[src/rtl/raster_timing_pkg.sv]
package raster_timing_pkg;

   // width of a counter that holds values 0..n-1
   function automatic int cnt_width(input int n);
      return (n > 1) ? $clog2(n) : 1;
   endfunction

   // per-axis decode result
   typedef struct packed {
      logic sync_n;
      logic active;
   } axis_flags_t;

endpackage

[src/rtl/raster_scan_counter.sv]
module raster_scan_counter
   import raster_timing_pkg::*;
#(
   parameter int TOTAL = 1650,
   localparam int W    = cnt_width(TOTAL)
) (
   input  logic         clk,
   input  logic         rst_n,
   input  logic         step_i,
   output logic [W-1:0] nxt_o
);

   logic [W-1:0] cnt_q;

   generate
      if ((1 << W) == TOTAL) begin : g_pow2
         // range fills the register: natural rollover
         assign nxt_o = step_i ? cnt_q + 1'b1 : cnt_q;
      end else begin : g_cmp
         logic at_end;
         assign at_end = (cnt_q == W'(TOTAL - 1));
         assign nxt_o  = step_i ? (at_end ? '0 : cnt_q + 1'b1) : cnt_q;
      end
   endgenerate

   always_ff @(posedge clk) begin
      if (!rst_n) cnt_q <= '0;
      else        cnt_q <= nxt_o;
   end

endmodule

[src/rtl/raster_axis_decode.sv]
module raster_axis_decode
   import raster_timing_pkg::*;
#(
   parameter int TOTAL      = 1650,
   parameter int SYNC_START = 110,
   parameter int SYNC_END   = 150,
   parameter int ACT_START  = 370,
   parameter int CW         = 12,
   localparam int PW        = cnt_width(TOTAL)
) (
   input  logic [PW-1:0] pos_i,
   output axis_flags_t   flags_o,
   output logic [CW-1:0] coord_o
);

   int offset;

   always_comb begin
      flags_o.sync_n = !((pos_i >= PW'(SYNC_START)) && (pos_i < PW'(SYNC_END)));
      flags_o.active = (pos_i >= PW'(ACT_START));
      offset         = int'(pos_i) - ACT_START;
      coord_o        = flags_o.active ? CW'(offset) : '0;
   end

endmodule

[src/rtl/raster_timing_gen.sv]
module raster_timing_gen
   import raster_timing_pkg::*;
#(
   parameter int H_TOTAL      = 1650,
   parameter int H_SYNC_START = 110,
   parameter int H_SYNC_END   = 150,
   parameter int H_ACT_START  = 370,
   parameter int V_TOTAL      = 750,
   parameter int V_SYNC_START = 5,
   parameter int V_SYNC_END   = 10,
   parameter int V_ACT_START  = 30,
   parameter int COORD_W      = 12
) (
   input  logic               clk,
   input  logic               rst_n,
   output logic               hsync_n,
   output logic               vsync_n,
   output logic               de,
   output logic [COORD_W-1:0] pix_x,
   output logic [COORD_W-1:0] pix_y
);

   localparam int HW = cnt_width(H_TOTAL);
   localparam int VW = cnt_width(V_TOTAL);

   // elaboration-time parameter checks
   generate
      if (!(H_SYNC_START > 0 && H_SYNC_START < H_SYNC_END &&
            H_SYNC_END <= H_ACT_START && H_ACT_START < H_TOTAL)) begin : g_bad_h
         $error("raster_timing_gen: horizontal timing points out of order");
      end
      if (!(V_SYNC_START > 0 && V_SYNC_START < V_SYNC_END &&
            V_SYNC_END <= V_ACT_START && V_ACT_START < V_TOTAL)) begin : g_bad_v
         $error("raster_timing_gen: vertical timing points out of order");
      end
      if ((H_TOTAL - H_ACT_START) > (1 << COORD_W) ||
          (V_TOTAL - V_ACT_START) > (1 << COORD_W)) begin : g_bad_w
         $error("raster_timing_gen: COORD_W too narrow for visible area");
      end
   endgenerate

   logic [HW-1:0]      h_nxt;
   logic [VW-1:0]      v_nxt;
   logic               h_wrap;
   axis_flags_t        h_flags, v_flags;
   logic [COORD_W-1:0] x_nxt, y_nxt;

   // the horizontal counter steps every clock, so a zero next value marks a wrap
   assign h_wrap = (h_nxt == '0);

   raster_scan_counter #(.TOTAL(H_TOTAL)) u_hcnt (
      .clk(clk), .rst_n(rst_n), .step_i(1'b1), .nxt_o(h_nxt)
   );

   raster_scan_counter #(.TOTAL(V_TOTAL)) u_vcnt (
      .clk(clk), .rst_n(rst_n), .step_i(h_wrap), .nxt_o(v_nxt)
   );

   raster_axis_decode #(
      .TOTAL(H_TOTAL), .SYNC_START(H_SYNC_START), .SYNC_END(H_SYNC_END),
      .ACT_START(H_ACT_START), .CW(COORD_W)
   ) u_hdec (
      .pos_i(h_nxt), .flags_o(h_flags), .coord_o(x_nxt)
   );

   raster_axis_decode #(
      .TOTAL(V_TOTAL), .SYNC_START(V_SYNC_START), .SYNC_END(V_SYNC_END),
      .ACT_START(V_ACT_START), .CW(COORD_W)
   ) u_vdec (
      .pos_i(v_nxt), .flags_o(v_flags), .coord_o(y_nxt)
   );

   // outputs are loaded from the decode of the value the counters take on this edge
   always_ff @(posedge clk) begin
      if (!rst_n) begin
         hsync_n <= 1'b1;
         vsync_n <= 1'b1;
         de      <= 1'b0;
         pix_x   <= '0;
         pix_y   <= '0;
      end else begin
         hsync_n <= h_flags.sync_n;
         vsync_n <= v_flags.sync_n;
         de      <= h_flags.active && v_flags.active;
         pix_x   <= x_nxt;
         pix_y   <= y_nxt;
      end
   end

endmodule

[config.mk]
export PLATFORM = sky130hd
export DESIGN_NAME = raster_timing_gen
export DESIGN_NICKNAME = d
export VERILOG_FILES = /design/src/rtl/raster_timing_pkg.sv /design/src/rtl/raster_scan_counter.sv /design/src/rtl/raster_axis_decode.sv /design/src/rtl/raster_timing_gen.sv
export SDC_FILE = /design/constraint.sdc
export NUM_CORES = 1
export LEC_CHECK = 0
export BUFFER_PORTS_ARGS = -buffer_cell sky130_fd_sc_hd__buf_2
export CAP_MARGIN = 10
export CORE_MARGIN = 5
export CORE_UTILIZATION = 45
export DETAILED_ROUTE_END_ITERATION = 10
export PLACE_DENSITY_LB_ADDON = 0.12
export RECOVER_POWER = 25
export SYNTH_ARGS = -nofsm -noshare
export SYNTH_HDL_FRONTEND = slang
export SYNTH_SLANG_ARGS = --single-unit
[constraint.sdc]
create_clock -name clk -period 3.4 [get_ports clk]
set_input_delay 0.34 -clock clk [delete_from_list [all_inputs] [get_ports clk]]
set_output_delay 0.34 -clock clk [all_outputs]
set_load 0.005 [all_outputs]
==> impl_metrics.py, run 1 <==
metrics = {
    "worst_setup_path": {
        "cp-endpoint": "pix_y[10]",
        "crit_type": "reg -> reg",
        "crit_arrival_ps": 3410,
        "crit_required_ps": 3570,
        "path_max_fanout": 5,
        "r2r_cells": 13,
        "worstSetupStartpointType": "flop",
        "r2r-end": "pix_y[10]",
        "r2r_slack_ps": 160,
        "crit-reg2reg-launch": "u_hcnt.cnt_q[0]",
        "startpoint": "u_hcnt.cnt_q[0]",
        "end_kind": "flop",
    },
    "clock_network": {
        "cts_tree": "done",
        "path_clk_slew_ps": 90,
        "clockBufferDepth": 2,
        "cts_sinks": 47,
        "cts_root_buffer": "clkbuf_8",
        "cts_hold_buf": 0,
        "numCtsBuffers": 5,
        "cts.htree.levels": 2,
        "clock_latency_ps": 300,
    },
    "placed_design": {
        "place_area_um2": 2850,
        "io_buffers": 28,
        "dp_cells": 392,
        "place.gp.congestion": 0.817,
        "hpwl_um": 4310,
    },
    "route": {
        "drt-vias-per-instance": 5.22,
        "drt-initial-drc-count": 67,
        "drt_wl_total_um": 5590,
        "dr.pass1.iters": 4,
        "routedWlPerCell_um": 13.8,
        "vias": 2108,
        "drcViolationCount": 0,
        "ant_nets": 0,
    },
    "power_and_ir_drop": {
        "clkPwrFrac": 0.379,
        "power.switching_uw": 261,
        "powerDensity_nw_per_um2": 355,
        "p_leak_uw": 0.00123,
        "vdd_ir_drop_max_v": 0.000222,
        "seqPwrFrac": 0.519,
        "p_int_uw": 823,
        "power_switching_share": 0.240,
        "p_comb_frac": 0.102,
    },
    "global_routing": {
        "grt_overflow": 0,
        "antenna_found_initial": 0,
        "track_usage": 0.159,
        "grt_max_degree": 26,
        "first_global_vias": 2062,
        "grt_pass1_wl_um": 9400,
    },
    "timing": {
        "setup_viol": 0,
        "worstMarginPinSlew_ps": 630,
        "hold_viol": 0,
        "fin_skew_ps": 10.2,
        "maxSlewViolCount": 0,
        "fmax_mhz": 309,
        "slew_headroom": 0.575,
        "period_needed_ps": 3240,
        "tns_ps": 0,
        "period_share": 0.952,
    },
    "floorplan": {
        "die_w_um": 85.0,
        "fp.dieH_um": 85.0,
        "core.rowCount": 27,
        "design.core.area_um2": 5470,
        "start_util": 0.463,
        "ios": 29,
        "die-area_um2": 7230,
    },
    "final_layout": {
        "antenna-diode-count": 0,
        "multi_input_area_um2": 1530,
        "final_area_um2": 3050,
        "layout_commonest_cell": "dfxtp_1",
        "nets": 341,
        "n_fill_cell": 541,
        "drive_above_1_share": 0.316,
        "register_area_um2": 947,
        "fin_cells": 404,
        "syn_to_final_growth_pct": 20.5,
        "final_cell_mix": "dfxtp_1 (44), nor2_1 (27), buf_4 (24), buf_2 (20), nand2_1 (15)",
    },
    "min_path": {
        "hp-start": "rst_n",
        "hold_path_class": "in -> reg",
    },
    "logic_synthesis": {
        "synth_area_um2": 2530,
        "synthFlopType": "dfxtp_1",
        "synth_cell_types": 66,
        "yosysSeqAreaShare": 0.371,
        "yosys_warnings": 0,
        "synth_enable_flop_cells": 0,
        "synth.area.top_cells": "dfxtp_1 (37%), xnor2_1 (4.5%), nor2_1 (4.1%), ha_1 (4.0%), and2_1 (3.5%)",
        "ys_ff_latch": 47,
        "avgSynthCellArea_um2": 8.92,
        "yosysTopAreaCellShare": 0.371,
        "async_flop_share": 0,
        "syn_inst": 284,
        "synth_fp_nets": 294,
        "synth_top_area_cell": "dfxtp_1",
    },
    "flow_run": {
        "drv_cap": 0,
    },
    "status": {
        "outcome": "completed",
    },
}
==> power groups by stage <==
stage / Combinational (uW) / Clock (uW) / Sequential [uW]
final: 110 / 411 / 563
after global routing: 126 / 447 / 564
after CTS: 103 / 426 / 562
after detailed placement: 102 / 0 / 575
after global placement: 102 / 0 / 575
after floorplan: 72.5 / 0 / 575
==> synth_stat cells, types with 5 or more instances <==
| library cell | count |
|---|---|
| xor2_1 | 8 |
| o21ai_0 | 8 |
| and2_1 | 14 |
| nand2_1 | 15 |
| clkbuf_1 | 5 |
| nor2_1 | 28 |
| inv_1 | 13 |
| a31oi_1 | 6 |
| nand3_1 | 8 |
| nor2_2 | 10 |
| nor3_1 | 10 |
| dfxtp_1 | 47 |
| nor2b_1 | 8 |
| xnor2_1 | 13 |
| buf_2 | 6 |
| ha_1 | 8 |
==> metrics by stage <==
step / power [uW] / util / hold WS [ps] / worst slack (ps)
after floorplan: 647 / - / 468 / 5.74
after global placement: 677 / 0.521 / 602 / 142
after detailed placement: 677 / 0.521 / 619 / 74.9
after CTS: 1090 / 0.542 / 405 / 45.3
after global routing: 1140 / 0.558 / 440 / -9.83
final: 1080 / 0.558 / 408 / 163
==> sequential cells by signal, summed over array words and instances (netlist names) <==
register,flops
u_hcnt.cnt_q,11
pix_x,12
pix_y,11
hsync_n,1
de,1
vsync_n,1
u_vcnt.cnt_q,10
==> worst max-delay path, stage by stage (launching register included) <==
cell      delay (ps)
dfxtp_4          360
ha_2             200
xor2_1           140
or4_4            440
a211oi_4         300
o211ai_4         150
buf_4            160
buf_4            130
o41ai_4          320
o41a_2           260
nand2_2           90
o41ai_4          300
buf_4            200
nor4_1            50
==> cell type report <==
class | instances | share of cell area
clock inverters | 3 | 0.0143
flip-flops and latches | 47 | 0.310
well taps | 72 | 0.0295
repair buffers | 53 | 0.105
multi-input cells | 211 | 0.502
inverters | 13 | 0.0160
clock buffers | 5 | 0.0225
==> routing by layer <==
metal  track usage  vias to the layer above  wire length [um]  share of wire
met3        0.0282                       13               182          0.033
met1         0.178                      969              2240           0.40
li1              -                     1084                 -              -
met4        0.0547                        0               133          0.024
met2         0.299                       42              3030           0.54
met5             0                        -                 0              0
==> logic make-up after synthesis <==
group | share of synthesized area
simple gates | 0.303
buf+inv | 0.0459
mux | 0.00395
compound gates | 0.158
fa+ha+maj | 0.0395
flops | 0.371
xor+xnor | 0.0790
==> how the worst min path moves through the flow <==
stage / slack (ps) / endpoint / cells after the start
after global placement: 600 / u_hcnt.cnt_q[0] / 2
after floorplan: 470 / u_vcnt.cnt_q[0] / 1
after global routing: 440 / vsync_n / 2
after CTS: 400 / vsync_n / 2
after detailed placement: 620 / u_hcnt.cnt_q[0] / 2
final: 410 / vsync_n / 2
==> repair_timing <==
item	4_1_cts	5_1_grt
setup buffers	0	4
setup endpoints to repair	0	12
resized for setup	0	16
No activity file was read; power rests on OpenSTA's default activity.
==> run 2, diff against run 1 <==
--- a/config.mk
+++ b/config.mk
@@ -12,6 +12,7 @@
 export DETAILED_ROUTE_END_ITERATION = 10
 export PLACE_DENSITY_LB_ADDON = 0.12
 export RECOVER_POWER = 25
+export SETUP_SLACK_MARGIN = 0.5
 export SYNTH_ARGS = -nofsm -noshare
 export SYNTH_HDL_FRONTEND = slang
 export SYNTH_SLANG_ARGS = --single-unit
==> run 2 against run 1 <==
Compared with the run above:
- setup slack gained 47 ps
- clock power decreased by 18%
- register-to-register slack improved by 50 ps
- sequential power barely moved
- cell count rose by 1.7%
- via count is 2.9% higher
- critical path type unchanged
- die area unchanged
- largest cell class unchanged
==> impl_metrics.py, run 2 (synthesis gave the netlist of run 1 again) <==
metrics = {
    "timing": {
        "period_needed_ps": 3190,
        "worstMarginPinSlew_ps": 554,
        "hold_viol": 0,
        "fin_ws_ps": 210,
        "slew_headroom": 0.628,
        "fin_skew_ps": 6.73,
        "fmax_mhz": 314,
        "setup_viol": 0,
        "rsz0062_at_grt": "yes",
        "period_share": 0.938,
        "tns_ps": 0,
        "maxSlewViolCount": 0,
    },
    "global_routing": {
        "antenna_found_initial": 0,
        "track_usage": 0.177,
        "grt_overflow": 0,
        "grt_pass1_wl_um": 10500,
        "first_global_vias": 2169,
        "grt_max_degree": 26,
    },
    "worst_setup_path": {
        "path_max_fanout": 6,
        "worstSetupStartpointType": "flop",
        "worstPathCellList": "ha_4 > nand3_1 > or4_1 > and3_4 > buf_4 > o211a_1 > and4_2 > o32ai_2 > nand2_2 > o41ai_4 > buf_4 > nor2_2",
        "crit_type": "reg -> reg",
        "crit_top_cell": "buf_4",
        "crit_required_ps": 3600,
        "cpMaxStageDelayCell": "or4_1",
        "path_delay_family": "simple AND/OR/NAND/NOR gates",
        "path_buf_inv": 2,
        "cpPeakStageDelay_ps": 550,
        "crit_arrival_ps": 3390,
        "end_kind": "flop",
    },
    "route": {
        "vias": 2170,
        "drt_wl_total_um": 6100,
        "routedWlPerCell_um": 14.8,
        "ant_nets": 0,
        "drcViolationCount": 0,
        "drt-initial-drc-count": 97,
        "dr.pass1.iters": 5,
        "drt-vias-per-instance": 5.28,
    },
    "placed_design": {
        "place.gp.congestion": 0.843,
        "io_buffers": 28,
        "dpl_worst_slack_ps": 31.0,
        "dp_cells": 388,
        "hpwl_um": 4230,
    },
    "final_layout": {
        "final_cell_mix": "dfxtp_1 (44), buf_4 (29), nor2_1 (27), buf_2 (16), nand2_1 (15)",
        "fin_cells": 411,
        "reg.largest.list": "pix_x x12, pix_y x11, u_hcnt.cnt_q x11",
        "layout_commonest_cell": "dfxtp_1",
        "syn_to_final_growth_pct": 25.6,
        "antenna-diode-count": 0,
        "drive_above_1_share": 0.342,
        "largest_register_ffs": 12,
        "top_register": "pix_x",
        "nets": 348,
    },
    "clock_network": {
        "numCtsBuffers": 5,
        "path_clk_slew_ps": 90,
        "cts_tree": "done",
        "clock_latency_ps": 300,
        "clockBufferDepth": 2,
        "cts.htree.levels": 2,
        "cts_root_buffer": "clkbuf_8",
        "cts_sinks": 47,
    },
    "flow_run": {
        "drv_cap": 0,
    },
    "floorplan": {
        "core.rowCount": 27,
        "die-area_um2": 7230,
        "fp.dieH_um": 85.0,
        "design.core.area_um2": 5470,
        "start_util": 0.463,
        "die_w_um": 85.0,
        "ios": 29,
    },
    "power_and_ir_drop": {
        "p_leak_uw": 0.00126,
        "vdd_ir_drop_max_v": 0.000242,
        "powerDensity_nw_per_um2": 322,
    },
    "min_path": {
        "hold_path_class": "in -> reg",
    },
    "status": {
        "outcome": "completed",
    },
}
==> run 2: cell count changes in the layout (fill, tap and decap cells not counted), moves of 3 or more <==
cell / before / now
buf_4: 24 / 29
clkbuf_1: 7 / 12
buf_2: 20 / 16
ha_4: 0 / 3
==> run 2: layout make-up <==
cell class              count  area [um2]
clock buffers               5        68.8
clock inverters             3        18.8
fillers                   504        2290
inverters                  13        51.3
multi-input cells         211        1630
flip-flops and latches     47         950
well taps                  72        90.1
repair buffers             60         377
==> run 2: path summary, 6_finish.rpt <==
check / end / startpoint / cells after the start / slack, ps
setup / recovery: pix_y[5] / u_hcnt.cnt_q[0] / 12 / 210
hold / removal: vsync_n / rst_n / 2 / 450
setup reg to reg: pix_y[5] / u_hcnt.cnt_q[0] / 12 / 210
hold reg to reg: u_hcnt.cnt_q[0] / u_hcnt.cnt_q[0] / 2 / 630
==> run 2: report_power, final <==
part | leakage, uW | internal (uW) | switching [uW]
Sequential | 0.000381 | 555 | 9.54
Clock | 0.0000445 | 144 | 192
Combinational | 0.000837 | 57.9 | 66.7
Total | 0.00126 | 757 | 269
==> run 2: layer usage <==
metal	part of all wire	global-route usage	up-vias
met5	0	0	-
met4	0.016	0.0518	0
met3	0.023	0.0252	11
met2	0.42	0.256	41
met1	0.54	0.269	1018
li1	-	-	1100
==> run 2: what timing repair did <==
action,in CTS,in global routing
setup buffers,12,3
endpoints found under the setup margin,25,28
pin swaps,13,8
hold buffers,0,0
resized for setup,13,9
==> run 2: stage by stage <==
stage	total power (uW)	cell area [um2]	hold slack (ps)	utilization
6_report	1030	3180	446	0.581
5_1_grt	1080	3180	482	0.581
4_1_cts	1030	3130	435	0.572
3_5_place_dp	679	2900	497	0.529
3_3_place_gp	680	2900	487	0.529
2_1_floorplan	653	2610	463	-
==> run 3, diff against run 2 <==
--- a/config.mk
+++ b/config.mk
@@ -5,6 +5,7 @@
 export SDC_FILE = /design/constraint.sdc
 export NUM_CORES = 1
 export LEC_CHECK = 0
+export ABC_AREA = 1
 export BUFFER_PORTS_ARGS = -buffer_cell sky130_fd_sc_hd__buf_2
 export CAP_MARGIN = 10
 export CORE_MARGIN = 5
==> run 3 against run 2 <==
Compared with the run above:
- global-route usage shrank 1.2 points
- non-clock buffer count shrank 26
- critical endpoint unchanged
- maximum frequency up 23%
- power down 3.2%
- synthesized cell count increased by 27%
- sequential share of layout area rose by 2.6 points
- cell area is 8.8% lower
- cell count rose by 14%
==> impl_metrics.py, run 3 <==
metrics = {
    "worst_setup_path": {
        "crit_type": "reg -> reg",
        "end_kind": "flop",
        "worstSetupStartpointType": "flop",
        "path_max_fanout": 11,
        "crit_arrival_ps": 2830,
        "crit_required_ps": 3640,
    },
    "logic_synthesis": {
        "async_flop_share": 0,
        "synth_cell_types": 36,
        "ys_ff_latch": 47,
        "avgSynthCellArea_um2": 7.08,
        "yosysTopAreaCellShare": 0.369,
        "synth.area.top_cells": "dfxtp_1 (37%), nand2_1 (12%), nor2_1 (8.7%), inv_1 (5.9%), nand3_1 (4.3%)",
        "synth_enable_flop_cells": 0,
        "synth_fp_nets": 370,
        "yosys_warnings": 0,
        "synthFlopType": "dfxtp_1",
        "synth_area_um2": 2550,
        "yosysSeqAreaShare": 0.369,
        "yosysMostFrequentCell": "nand2_1",
        "synth_top_area_cell": "dfxtp_1",
        "syn_inst": 360,
        "synth_top_cells_by_count": "nand2_1 (81), nor2_1 (59), dfxtp_1 (47)",
    },
    "timing": {
        "worstMarginPinSlew_ps": 700,
        "fin_ws_ps": 808,
        "slew_headroom": 0.532,
        "setup_viol": 0,
        "fin_skew_ps": 10.7,
        "hold_viol": 0,
        "period_share": 0.762,
        "tns_ps": 0,
        "maxSlewViolCount": 0,
        "fmax_mhz": 386,
        "period_needed_ps": 2590,
        "rsz0062_at_grt": "no",
    },
    "global_routing": {
        "track_usage": 0.165,
        "antenna_found_initial": 0,
        "grt_pass1_wl_um": 9760,
        "grt_overflow": 0,
        "first_global_vias": 2173,
        "grt_max_degree": 23,
    },
    "final_layout": {
        "register_area_um2": 942,
        "n_fill_cell": 568,
        "syn_to_final_growth_pct": 13.8,
        "top_register": "pix_x",
        "largest_register_ffs": 12,
        "final_area_um2": 2900,
        "reg.largest.list": "pix_x x12, pix_y x11, u_hcnt.cnt_q x11",
        "nets": 405,
        "layout_commonest_cell": "nand2_1",
        "final_cell_mix": "nand2_1 (79), nor2_1 (58), dfxtp_1 (46), inv_1 (40)",
        "drive_above_1_share": 0.210,
        "multi_input_area_um2": 1420,
        "antenna-diode-count": 0,
    },
    "route": {
        "drcViolationCount": 0,
        "drt-initial-drc-count": 98,
        "routedWlPerCell_um": 12.1,
        "ant_nets": 0,
        "vias": 2299,
        "drt_wl_total_um": 5640,
        "drt-vias-per-instance": 4.91,
        "dr.pass1.iters": 4,
    },
    "floorplan": {
        "start_util": 0.463,
        "fp.dieH_um": 85.3,
        "die_w_um": 85.3,
        "ios": 29,
        "design.core.area_um2": 5510,
        "die-area_um2": 7270,
        "core.rowCount": 27,
    },
    "clock_network": {
        "clock_latency_ps": 300,
        "cts_sinks": 47,
        "cts.htree.levels": 2,
        "numCtsBuffers": 5,
        "cts_root_buffer": "clkbuf_8",
        "cts_hold_buf": 0,
        "cts_tree": "done",
        "clockBufferDepth": 2,
        "path_clk_slew_ps": 90,
    },
    "placed_design": {
        "place.gp.congestion": 0.801,
        "io_buffers": 28,
        "place_area_um2": 2740,
        "hpwl_um": 4420,
        "dpl_worst_slack_ps": 441,
    },
    "power_and_ir_drop": {
        "p_comb_frac": 0.076,
        "clkPwrFrac": 0.358,
        "vdd_ir_drop_max_v": 0.000301,
        "p_int_uw": 745,
        "p_leak_uw": 0.00137,
        "seqPwrFrac": 0.565,
        "powerDensity_nw_per_um2": 342,
        "power.switching_uw": 248,
        "power_switching_share": 0.249,
    },
    "min_path": {
        "hold_path_class": "in -> reg",
    },
    "status": {
        "outcome": "completed",
    },
    "flow_run": {
        "drv_cap": 0,
    },
}
==> run 3: cell types whose count changed in the layout (fill, tap and decap cells not counted), sizes merged, moves of 10 or more <==
cell / delta
nand3: +19
and2: -15
inv: +31
nand2: +80
nand4: +13
nor2: +29
buf: -19
xnor2: -10
==> run 3: final cells by class <==
type                            instances  share of cell area
Multi-Input combinational cell        261               0.490
Sequential cell                        47               0.325
Timing Repair Buffer                   34              0.0612
Inverter                               46              0.0595
Tap cell                               72              0.0310
Clock buffer                            6              0.0284
Clock inverter                          2             0.00560
==> run 3: cell families (layout without fill, tap and decap cells) <==
logic type / count (synthesis) / after routing / synth area share
AO/OA/AOI/OAI: 24 / 24 / 0.0554
XOR/XNOR: 9 / 9 / 0.0309
adder cells (fa/ha/maj): 8 / 8 / 0.0393
buffers and inverters: 52 / 88 / 0.0844
flip-flops: 47 / 47 / 0.369
AND/OR/NAND/NOR: 220 / 220 / 0.421
==> run 3: timing repair <==
action / in CTS / in global routing
gates resized for setup: 1 / 7
pin swaps: 0 / 5
endpoints found under the setup margin: 11 / 13
buffers inserted: 0 / 6
==> run 3: per-stage QoR <==
step,total power [uW],hold WS [ps],std cells,utilization
global placement,643,578,454,0.497
CTS,999,337,462,0.516
finish,993,344,468,0.527
global route,1040,368,468,0.527
detailed placement,644,581,454,0.497
floorplan,630,466,360,-
==> run 3: worst paths after layout <==
kind	from	to	slack [ps]	cells past startpoint
worst max-delay path	u_hcnt.cnt_q[0]	pix_y[5]	810	14
worst min-delay path	rst_n	pix_y[9]	340	3
worst max register to register	u_hcnt.cnt_q[0]	pix_y[5]	810	14
worst min register to register	u_vcnt.cnt_q[1]	u_vcnt.cnt_q[1]	610	2
==> run 3: power by group through the flow <==
stage | Clock, uW | Sequential [uW] | Combinational (uW)
after global routing | 391 | 563 | 85.5
after CTS | 368 | 561 | 70.4
after global placement | 0 | 574 | 68.7
after detailed placement | 0 | 574 | 69.8
final | 356 | 561 | 75.8
after floorplan | 0 | 573 | 57.4
==> run 3: worst max-delay path: stages (launching register included) <==
cell and delay [ps]:
dfxtp_2 380, ha_1 200, nand2_1 80, nor2_1 190, nand2_1 90, nand3_2 130, nand2_1 120, nor2_4 180
nand3_4 180, o21ai_4 240, ha_2 240, nand3_2 110, nand4_1 100, nand2_2 140, a21oi_1 140
==> run 3: routing by layer <==
layer / vias to the layer above / wire length (um) / GRT usage
met5: - / 0 / 0
met4: 0 / 90 / 0.0475
li1: 1210 / - / -
met2: 42 / 2990 / 0.307
met3: 9 / 175 / 0.0320
met1: 1038 / 2390 / 0.188
